--- config.mk ---
export PLATFORM = sky130hd
export DESIGN_NAME = gcr_telemetry_rx
export DESIGN_NICKNAME = d
export VERILOG_FILES = /design/src/rtl/gcr_rx_pkg.sv /design/src/rtl/gcr_rx_timer.sv /design/src/rtl/gcr_rx_runs.sv /design/src/rtl/gcr_rx_decode.sv /design/src/rtl/gcr_telemetry_rx.sv
export SDC_FILE = /design/constraint.sdc
export NUM_CORES = 1
export LEC_CHECK = 0
export ABC_AREA = 0
export ABC_CLOCK_PERIOD_IN_PS = 12800
export BUFFER_PORTS_ARGS = -buffer_cell sky130_fd_sc_hd__buf_2
export CORE_MARGIN = 2
export CORE_UTILIZATION = 30
export CTS_BUF_LIST = sky130_fd_sc_hd__clkbuf_4 sky130_fd_sc_hd__clkbuf_8
export DETAILED_ROUTE_END_ITERATION = 8
export PLACE_DENSITY = 0.51
export SYNTH_ARGS = -nofsm -noshare
export SYNTH_HDL_FRONTEND = slang
export SYNTH_SLANG_ARGS = --single-unit
--- constraint.sdc ---
create_clock -name clk -period 12.8 [get_ports clk]
set_clock_uncertainty 0.2 [all_clocks]
set_input_delay 2.56 -clock clk [delete_from_list [all_inputs] [get_ports clk]]
set_output_delay 2.56 -clock clk [all_outputs]
set_load 0.05 [all_outputs]
--- src/rtl/gcr_rx_pkg.sv ---
package gcr_rx_pkg;
  localparam int PAY_W    = 12;
  localparam int MANT_W   = 9;
  localparam int EXP_W    = 3;
  localparam int PER_W    = MANT_W + (1 << EXP_W) - 1;
  localparam int NGRP     = 4;
  localparam int GRP_BITS = 5 * NGRP;
  localparam int CODE_W   = GRP_BITS + 1;

  typedef enum logic [1:0] {ST_IDLE, ST_WAIT, ST_SAMP} tmr_state_e;

  typedef struct packed {
    logic       ok;
    logic [3:0] nib;
  } sym_dec_t;

  // 5-bit GCR symbol to nibble; ok is low for the sixteen unused symbols
  function automatic sym_dec_t gcr_lookup(input logic [4:0] sym);
    sym_dec_t r;
    r = '{ok: 1'b1, nib: 4'h0};
    case (sym)
      5'h19: r.nib = 4'h0;
      5'h1B: r.nib = 4'h1;
      5'h12: r.nib = 4'h2;
      5'h13: r.nib = 4'h3;
      5'h1D: r.nib = 4'h4;
      5'h15: r.nib = 4'h5;
      5'h16: r.nib = 4'h6;
      5'h17: r.nib = 4'h7;
      5'h1A: r.nib = 4'h8;
      5'h09: r.nib = 4'h9;
      5'h0A: r.nib = 4'hA;
      5'h0B: r.nib = 4'hB;
      5'h1E: r.nib = 4'hC;
      5'h0D: r.nib = 4'hD;
      5'h0E: r.nib = 4'hE;
      5'h0F: r.nib = 4'hF;
      default: r.ok = 1'b0;
    endcase
    return r;
  endfunction
endpackage

--- src/rtl/gcr_rx_timer.sv ---
module gcr_rx_timer
  import gcr_rx_pkg::*;
#(
  parameter int CNT_W = 16,
  parameter int NSAMP = 128
) (
  input  logic             clk,
  input  logic             rst,
  input  logic             start_i,
  input  logic [CNT_W-1:0] turn_dly_i,
  input  logic [CNT_W-1:0] samp_per_i,
  output logic             arm_o,
  output logic             samp_o,
  output logic             last_o
);
  localparam int SC_W = $clog2(NSAMP);

  tmr_state_e       state;
  logic [CNT_W-1:0] cnt;
  logic [SC_W-1:0]  scnt;

  assign arm_o  = start_i && (state == ST_IDLE);
  assign samp_o = (state == ST_SAMP) &&
                  (({1'b0, cnt} + 1'b1) >= {1'b0, samp_per_i});
  assign last_o = samp_o && (scnt == SC_W'(NSAMP - 1));

  always_ff @(posedge clk) begin
    if (rst) begin
      state <= ST_IDLE;
      cnt   <= '0;
      scnt  <= '0;
    end else begin
      case (state)
        ST_IDLE: if (start_i) begin
          state <= ST_WAIT;
          cnt   <= '0;
        end
        ST_WAIT: if (cnt >= turn_dly_i) begin
          state <= ST_SAMP;
          cnt   <= '0;
          scnt  <= '0;
        end else begin
          cnt <= cnt + 1'b1;
        end
        default: if (samp_o) begin
          cnt  <= '0;
          scnt <= scnt + 1'b1;
          if (last_o) state <= ST_IDLE;
        end else begin
          cnt <= cnt + 1'b1;
        end
      endcase
    end
  end

  // the last sample of a window is itself a sample strobe
  a_r2_last_is_sample: assert property (@(posedge clk) disable iff (rst)
    last_o |-> samp_o);
  // strobes are spaced by the sample period
  a_r2_spacing: assert property (@(posedge clk) disable iff (rst)
    (samp_o && !last_o && samp_per_i > 1) |=> !samp_o);
  // no new arming while a capture runs
  a_r10_no_rearm: assert property (@(posedge clk) disable iff (rst)
    (samp_o && !last_o) |=> !arm_o);
endmodule

--- src/rtl/gcr_rx_runs.sv ---
module gcr_rx_runs
  import gcr_rx_pkg::*;
#(
  parameter int SPB   = 4,
  parameter int LEN_W = 8
) (
  input  logic              clk,
  input  logic              rst,
  input  logic              clr_i,
  input  logic              samp_i,
  input  logic              last_i,
  input  logic              line_i,
  output logic [CODE_W-1:0] code_o,
  output logic [LEN_W-1:0]  len_o,
  output logic              seen_o,
  output logic              done_o
);
  localparam int RUN_MAX = 3 * SPB;
  localparam int RUN_W   = $clog2(RUN_MAX + 1);
  localparam int TH3     = 3 * SPB - 2;
  localparam int TH2     = 2 * SPB - 2;

  logic             prev;
  logic [RUN_W-1:0] run;
  logic [1:0]       nbits;
  logic             edge_s;

  assign edge_s = samp_i && (line_i != prev);

  always_comb begin
    if (run >= RUN_W'(TH3))      nbits = 2'd3;
    else if (run >= RUN_W'(TH2)) nbits = 2'd2;
    else                         nbits = 2'd1;
  end

  always_ff @(posedge clk) begin
    if (rst) begin
      prev   <= 1'b1;
      run    <= '0;
      code_o <= '0;
      len_o  <= '0;
      seen_o <= 1'b0;
      done_o <= 1'b0;
    end else begin
      done_o <= samp_i && last_i;
      if (clr_i) begin
        prev   <= 1'b1;
        run    <= '0;
        code_o <= '0;
        len_o  <= '0;
        seen_o <= 1'b0;
      end else if (edge_s) begin
        if (seen_o) begin
          case (nbits)
            2'd3:    code_o <= {code_o[CODE_W-4:0], {3{prev}}};
            2'd2:    code_o <= {code_o[CODE_W-3:0], {2{prev}}};
            default: code_o <= {code_o[CODE_W-2:0], prev};
          endcase
          len_o <= len_o + LEN_W'(nbits);
        end
        seen_o <= 1'b1;
        prev   <= line_i;
        run    <= RUN_W'(1);
      end else if (samp_i && run != RUN_W'(RUN_MAX)) begin
        run <= run + 1'b1;
      end
    end
  end

  // every counted run adds one to three bits
  a_r3_len_step: assert property (@(posedge clk) disable iff (rst)
    (edge_s && seen_o && !clr_i) |=>
      ((len_o - $past(len_o)) >= LEN_W'(1) && (len_o - $past(len_o)) <= LEN_W'(3)));
  // the idle level before the first change adds nothing
  a_r3_idle_uncounted: assert property (@(posedge clk) disable iff (rst)
    (!seen_o && !clr_i) |=> (len_o == '0));
endmodule

--- src/rtl/gcr_rx_decode.sv ---
module gcr_rx_decode
  import gcr_rx_pkg::*;
#(
  parameter int LEN_W = 8
) (
  input  logic              clk,
  input  logic              rst,
  input  logic              done_i,
  input  logic [CODE_W-1:0] code_i,
  input  logic [LEN_W-1:0]  len_i,
  input  logic              seen_i,
  output logic [PAY_W-1:0]  payload_o,
  output logic [PER_W-1:0]  rot_period_o,
  output logic              valid_o,
  output logic              error_o
);
  logic [CODE_W-1:0]   padded;
  logic [GRP_BITS-1:0] xored;
  sym_dec_t            dec [NGRP];
  logic [NGRP-1:0]     sym_ok;
  logic                chk_ok, good;
  logic [PAY_W-1:0]    pay_c;
  logic [PER_W-1:0]    per_c;

  always_comb begin
    if (len_i == LEN_W'(CODE_W))          padded = {code_i[CODE_W-2:0], 1'b1};
    else if (len_i == LEN_W'(CODE_W - 1)) padded = {code_i[CODE_W-3:0], 2'b11};
    else                                  padded = code_i;
  end

  assign xored = padded[GRP_BITS-1:0] ^ padded[GRP_BITS:1];

  for (genvar g = 0; g < NGRP; g++) begin : g_sym
    assign dec[g]    = gcr_lookup(xored[5*g +: 5]);
    assign sym_ok[g] = dec[g].ok;
  end

  assign chk_ok = (dec[0].nib == ~(dec[1].nib ^ dec[2].nib ^ dec[3].nib));
  assign good   = seen_i && (&sym_ok) && chk_ok;
  assign pay_c  = {dec[3].nib, dec[2].nib, dec[1].nib};
  assign per_c  = PER_W'(pay_c[MANT_W-1:0]) << pay_c[PAY_W-1 -: EXP_W];

  always_ff @(posedge clk) begin
    if (rst) begin
      payload_o    <= '0;
      rot_period_o <= '0;
      valid_o      <= 1'b0;
      error_o      <= 1'b0;
    end else begin
      valid_o <= done_i && good;
      error_o <= done_i && !good;
      if (done_i) begin
        payload_o    <= good ? pay_c : '0;
        rot_period_o <= good ? per_c : '0;
      end
    end
  end

  // never both verdicts at once
  a_r8_exclusive: assert property (@(posedge clk) disable iff (rst)
    !(valid_o && error_o));
  // a rejected reply carries zeroed data
  a_r8_error_zero: assert property (@(posedge clk) disable iff (rst)
    error_o |-> (payload_o == '0 && rot_period_o == '0));
  // a verdict only follows the end of a capture window
  a_r2_after_window: assert property (@(posedge clk) disable iff (rst)
    (valid_o || error_o) |-> $past(done_i));
endmodule

--- src/rtl/gcr_telemetry_rx.sv ---
module gcr_telemetry_rx
  import gcr_rx_pkg::*;
#(
  parameter int CNT_W = 16,
  parameter int SPB   = 4,
  parameter int NBITS = 32
) (
  input  logic             clk,
  input  logic             rst,
  input  logic             line_i,
  input  logic             start_i,
  input  logic [CNT_W-1:0] turn_dly_i,
  input  logic [CNT_W-1:0] samp_per_i,
  output logic [11:0]      payload_o,
  output logic [15:0]      rot_period_o,
  output logic             valid_o,
  output logic             error_o
);
  localparam int NSAMP = SPB * NBITS;
  localparam int LEN_W = $clog2(NSAMP + 1);

  logic              line_q, arm, samp, last, done, seen;
  logic [CODE_W-1:0] code;
  logic [LEN_W-1:0]  len;

  always_ff @(posedge clk) begin
    if (rst) line_q <= 1'b1;
    else     line_q <= line_i;
  end

  gcr_rx_timer #(.CNT_W(CNT_W), .NSAMP(NSAMP)) u_timer (
    .clk(clk), .rst(rst), .start_i(start_i), .turn_dly_i(turn_dly_i),
    .samp_per_i(samp_per_i), .arm_o(arm), .samp_o(samp), .last_o(last));

  gcr_rx_runs #(.SPB(SPB), .LEN_W(LEN_W)) u_runs (
    .clk(clk), .rst(rst), .clr_i(arm), .samp_i(samp), .last_i(last),
    .line_i(line_q), .code_o(code), .len_o(len), .seen_o(seen), .done_o(done));

  gcr_rx_decode #(.LEN_W(LEN_W)) u_dec (
    .clk(clk), .rst(rst), .done_i(done), .code_i(code), .len_i(len),
    .seen_i(seen), .payload_o(payload_o), .rot_period_o(rot_period_o),
    .valid_o(valid_o), .error_o(error_o));
endmodule

# Word-level counts from Yosys, hierarchy flattened

Index checks and enable logic that the tools add are counted.

Word-level logic and storage cells: 161
Memories: 0
Memory bits (read-only): 0
Latch bits: 0
Register bits after elaboration: 92
Bits of input ports: 36
RAM bits: 0
Output and inout port bits: 30

Shift operators: 1
$mul: 0
Add/subtract/negate cells: 5
Magnitude comparators: 4
Bitwise logic cells: 5
Divide/modulo/power cells: 0
Eq/ne operators: 76
Muxes and demuxes: 29
Reductions and logical operators: 26

Operators by type and width:

| operator                | number |
|---|---|
| $pmux W4 S15            | 4 |
| $eq A5 B5 Y1 const B    | 40 |
| $eq A5 B4 Y1 const B    | 24 |
| $mux W16                | 4 |
| $reduce_or A16 Y1       | 4 |
| $mux W21                | 2 |
| $pmux W21 S2            | 1 |
| $pmux W16 S2            | 1 |
| $xor A20 B20 Y20        | 1 |
| $add A16 B1 Y17 const B | 1 |
| $ge A17 B16 Y1          | 1 |
| $add A16 B1 Y16 const B | 1 |
| $eq A8 B5 Y1 const B    | 2 |
| $ge A16 B16 Y1          | 1 |
| $shl A9 B3 Y16          | 1 |
| $mux W7                 | 2 |
| $pmux W7 S2             | 1 |
| $mux W12                | 1 |
| $mux W2                 | 6 |
| $logic_and A1 B1 Y1     | 10 |
| $add A8 B2 Y8           | 1 |
| $reduce_and A4 Y1       | 2 |
| $xor A4 B4 Y4           | 2 |
| $add A7 B1 Y7 const B   | 1 |
| 23 further kinds        | 32 |

# Longest topological paths before layout

Depth after elaboration: 13
Depth in mapped cells: 16
Mapped depth without buffers: 15

# Hierarchy

Synthesis repeated with hierarchy kept, for this count alone.

Cell total of the unflattened synthesis: 1261
Area total of the unflattened synthesis: 9148.8 µm²

By module, submodules not included:

| module           | area each (µm²) | seq. area each (µm²) | cells an instance | times used |
|---|---|---|---|---|
| gcr_rx_decode    | 4805.9          | 600.6                | 697               | 1 |
| gcr_rx_timer     | 2182.1          | 500.5                | 284               | 1 |
| gcr_rx_runs      | 2134.5          | 720.7                | 278               | 1 |
| gcr_telemetry_rx | 26.3            | 20.0                 | 2                 | 1 |

# Worst setup path before layout

No wires, ideal clock.

Path kind: input to register
Start: in samp_per_i[10]
End: reg u_runs.code_o[5]
Setup time: 128 ps
Slack: 7481 ps
Data arrival time: 4991 ps
Cell stages on the path: 10
Path buffers: 1
Data required time: 12472 ps
Cells stage by stage: inv_1 ha_1 nand4_1 or2_2 a21oi_1 o221ai_1 a211oi_1 clkbuf_1 mux2i_1 nor2_1

Cells in the longest elaborated chain, start to end: 4

RTL lines:

| item                               | RTL line               | text |
|---|---|---|
| from (decl)                        | gcr_telemetry_rx.sv:13 | `input logic [CNT_W-1:0] samp_per_i,` |
| $ge A17 B16 Y1                     | gcr_rx_timer.sv:24     | `(({1'b0, cnt} + 1'b1) >= {1'b0, samp_per_i});` |
| $logic_and A1 B1 Y1                | gcr_rx_timer.sv:23     | `assign samp_o = (state == ST_SAMP) &&` |
| $logic_and A1 B1 Y1                | gcr_rx_runs.sv:28      | `assign edge_s = samp_i && (line_i != prev);` |
| $reduce_and A2 Y1 (no source line) | -                      |  |
| to (signal assigned)               | gcr_rx_runs.sv:55      | `2'd3: code_o <= {code_o[CODE_W-4:0], {3{prev}}};` |
| to (signal assigned)               | gcr_rx_runs.sv:56      | `2'd2: code_o <= {code_o[CODE_W-3:0], {2{prev}}};` |
| to (signal assigned)               | gcr_rx_runs.sv:57      | `default: code_o <= {code_o[CODE_W-2:0], prev};` |
| to (decl)                          | gcr_rx_runs.sv:13      | `output logic [CODE_W-1:0] code_o,` |

Every way passes these cells.
A chain may end at the register's enable or synchronous reset.

# Final worst setup path

Start: in samp_per_i[1]
End: reg u_timer.cnt[2]

Cells in the longest elaborated chain, start to end: 4

RTL lines:

| item                 | RTL line           | text |
|---|---|---|
| $ge A17 B16 Y1       | gcr_rx_timer.sv:24 |  |
| $logic_and A1 B1 Y1  | gcr_rx_timer.sv:23 |  |
| $mux W16             | gcr_rx_timer.sv:45 | `default: if (samp_o) begin` |
| $pmux W16 S2         | gcr_rx_timer.sv:33 | `case (state)` |
| to (signal assigned) | gcr_rx_timer.sv:43 | `cnt <= cnt + 1'b1;` |
| to (signal assigned) | gcr_rx_timer.sv:50 | `cnt <= cnt + 1'b1;` |
| to (decl)            | gcr_rx_timer.sv:19 | `logic [CNT_W-1:0] cnt;` |

Every way passes these cells.

==> results.md <==
* CTS root buffer: clkbuf_8
* Row count at 62
* Layout area overhead at 9.32%
* Gr usage total at around 18%
* Die area at 0.0309 mm²
* Via density at 5.54
* Max Clock Freq at about 170 MHz
* Synth Instances at roughly 1.2k
* Pwr/cell area at between 50 and 60 mW/mm²
* Critical path's largest stage delay at 990 ps
* Worst-path fanout max at 15
* Syn_nets at 1,298
* Buf/Inv on CP at 2
* Commonest register cell after synthesis: dfxtp_1
* H-Tree Depth at 3
* Commonest cells post-synth: 123 x nand2_1, 103 x nor2_1, 92 x dfxtp_1
* CTS buffer count at 9
* Final hold vios at 0
* Setup crit end: u_timer.cnt[2]$_SDFFE_PP0N_
* Final net count at between 1k and 1.5k
* Seq/Total Area, Yosys at 20.8%
* Core Area at 0.0289 mm²
* Cell taking the most area after synthesis: dfxtp_1
* Crit Path Class: in -> reg
* Vias in the first global route at 8,372
* Count leader, synth: nand2_1
* Vias post-DR at 8,882
* DIE HEIGHT at around 180 µm
* DR iter-0 viols at 892
* EDFF count, synth at 0
* Worst R2R End: u_dec.rot_period_o[8]$_SDFFE_PP0P_
* Clock sink count at between 90 and 100
* I/O Pins at 66
* CP max stage cell: a21oi_1
* WL per Instance at 16.8 µm
* Setup TNS at 0 ps
* Ys Warns at 0
* CP Data Arrival Time at 5940 ps
* Synth top area share at 20.8%
* Worst Setup SP: samp_per_i[1]
* Max VDD drop at 0.0383 mV
* Post-route DRC at 0
* Worst skew pair latency at 410 ps
* GPL Wtd Cong at about 0.85
* Final setup vio count at 0
* Critical path depth in cells at 12
* Post-synthesis async set-or-reset flop share at 0%
* Total chip power at 551 µW
* Synth area leaders: dfxtp_1 21%, mux2i_1 6.7%, ha_1 5.5%
* Die Span X at 176 µm
* Worst relative slew slack at between 20% and 30%
* GRT Residual Overflow at 0
* Cells along the critical path: buf_2, inv_1, ha_1, nor2b_1, o21a_1, o21a_1, o21ai_0, a21oi_1, o221ai_1, a22oi_1, a21oi_1, a221o_1
* Initial antenna violation count at 0
* RSZ-0062 raised after global routing: false
* Post-Syn Area at 0.00886 mm²
* R2r startpoint: u_runs.len_o[0]$_SDFFE_PP0P_
* Fillers at 3,130
* Layout cells sized above 1 at 12.7%
* Worst min-delay path category: reg -> reg
* Routed Antenna Nets at 0
* HPWL after detailed placement at 18,700 µm
* Synth unique cells at 82
* I/O Buffers at 65
* Max Root-Sink Buffers at 2
* Lkg Pwr at 0.00372 µW
* Clock slew at reported path FFs at 100 ps
* Final worst path period need at roughly 5800 ps
* Slew Viols, Final at 0
* Postcts setup bufs at 0
* Critical hold path startpoint: u_dec.rot_period_o[2]$_SDFFE_PP0P_
* Critical Path RT at 12,940 ps
* CP Capture Type: flip-flop
* Largest net degree at the start of global routing at 57
* CP Launch Type: primary input
* Top cell family by delay on the critical path: compound AO/OA/AOI/OAI gates
* Synth Register Bits at 92
* FF-to-FF path depth at 11
* Max-Cap Viols at 0
* # resized after CTS at 0
* Outcome: complete, no violations
* Hold-fix buffers at CTS at 0
* Tcrit/Tclk final at 45.4%
* Syn_area_per_cell at 7.25 µm²
* Starting Density at 30.7%
* Slew at the pin with the worst max-slew slack at 1140 ps
* Final wirelength at 27,000 µm
* Reg2reg setup slack at 7600 ps
* First-pass GRT wire length at 44,600 µm
* First-pass DRT Iterations at 5
* CTS tree: yes
power by group:
part	leakage, µW	switching (µW)	internal (µW)
sequential	0.000742	2.44	288
clock	0.000101	123	97.5
combinational	0.00288	24.6	15.2
total	0.00372	150	400
kinds of logic (layout without fill, tap and decap cells):
family,count (synthesis),count (layout),share of synthesized area (%)
muxes,71,71,8.32
and+or+nand+nor,428,428,23.7
DFF,92,92,20.8
AOI/OAI and AO/OA,369,369,28.7
xor gates and xnor gates,53,53,5.39
buffers and inverters,169,165,7.38
adders and majority gates,40,40,5.73
other,0,1,0
area by class of cell:
cell class / count / area, µm² / area share, %
inverter: 55 / 206 / 2.13
sequential: 92 / 1840 / 19.0
antenna: 1 / 2.50 / 0.0258
clock inverter: 6 / 70.1 / 0.723
timing repair buffer: 94 / 543 / 5.61
tap: 384 / 480 / 4.96
multi-input combinational: 961 / 6400 / 66.1
clock buffer: 10 / 138 / 1.42
sequential cells by signal, indices dropped and copies added (netlist names):
name / flops
u_dec.error_o: 1
u_runs.prev: 1
u_runs.run: 4
u_timer.state: 2
u_runs.seen_o: 1
u_runs.len_o: 8
line_q: 1
u_runs.done_o: 1
u_dec.payload_o: 12
u_runs.code_o: 21
u_dec.rot_period_o: 16
u_dec.valid_o: 1
u_timer.scnt: 7
u_timer.cnt: 16
worst reg2reg max path, stage by stage (launching register included):
cell       delay, ps
dfxtp_2          910
buf_4            580
mux2i_1          670
a21oi_1           80
a2111oi_0        440
mux2i_1          190
or4_1            440
or4b_1           530
nor4_2           280
o2111ai_2        150
buf_4            270
o41ai_2          380
metal layers:
metal	up-vias	global-route usage, %	share of wire [%]
met1	4161	24.7	49
met3	29	2.47	4.2
met5	-	0	0
li1	4456	-	-
met4	0	5.34	1.8
met2	236	27.8	45
cells in the final DEF (no fill, tap or decap), types with 10 or more instances in the layout:
master | Yosys | routed
o21ai_0 | 69 | 69
inv_1 | 52 | 52
a22o_1 | 13 | 13
nand4_1 | 16 | 16
xor2_1 | 20 | 20
nand2_1 | 123 | 123
o21ai_1 | 23 | 22
nand3_1 | 51 | 51
a211oi_1 | 21 | 20
nor2b_1 | 27 | 27
nand2b_1 | 13 | 13
a21o_1 | 16 | 16
a31oi_1 | 15 | 15
buf_4 | 1 | 29
clkbuf_8 | 0 | 10
xnor2_1 | 32 | 32
o211ai_1 | 17 | 17
mux2_2 | 11 | 11
a21oi_1 | 72 | 72
mux2i_1 | 59 | 59
buf_2 | 13 | 65
ha_1 | 39 | 39
dfxtp_1 | 92 | 91
o31ai_1 | 17 | 17
nor3_1 | 21 | 21
nor2_1 | 103 | 101
a2111oi_0 | 10 | 10
and3_1 | 11 | 11
how the worst min path moves through the flow:
| stage | end | slack (ps) | depth (start not counted) |
|---|---|---|---|
| floorplan | u_timer.scnt[6]$_SDFFE_PP0P_ | 240 | 2 |
| global placement | u_dec.payload_o[10]$_SDFFE_PP0P_ | 230 | 2 |
| detailed placement | u_dec.payload_o[3]$_SDFFE_PP0P_ | 240 | 2 |
| CTS | u_dec.payload_o[3]$_SDFFE_PP0P_ | 250 | 2 |
| global route | u_dec.payload_o[3]$_SDFFE_PP0P_ | 260 | 2 |
| finish | u_dec.rot_period_o[2]$_SDFFE_PP0P_ | 250 | 2 |
metrics by stage:
step	cells	util [%]	cell area (µm²)	hold WS (ps)	setup WS, ps
final	1603	33.6	9690	245	6990
after floorplan	1222	-	8860	238	7480
after global placement	1586	32.8	9480	233	6650
after global routing	1602	33.6	9680	263	6720
after detailed placement	1586	32.8	9480	237	6560
after CTS	1602	33.6	9680	251	6960
(Power assumes the default switching activity.)
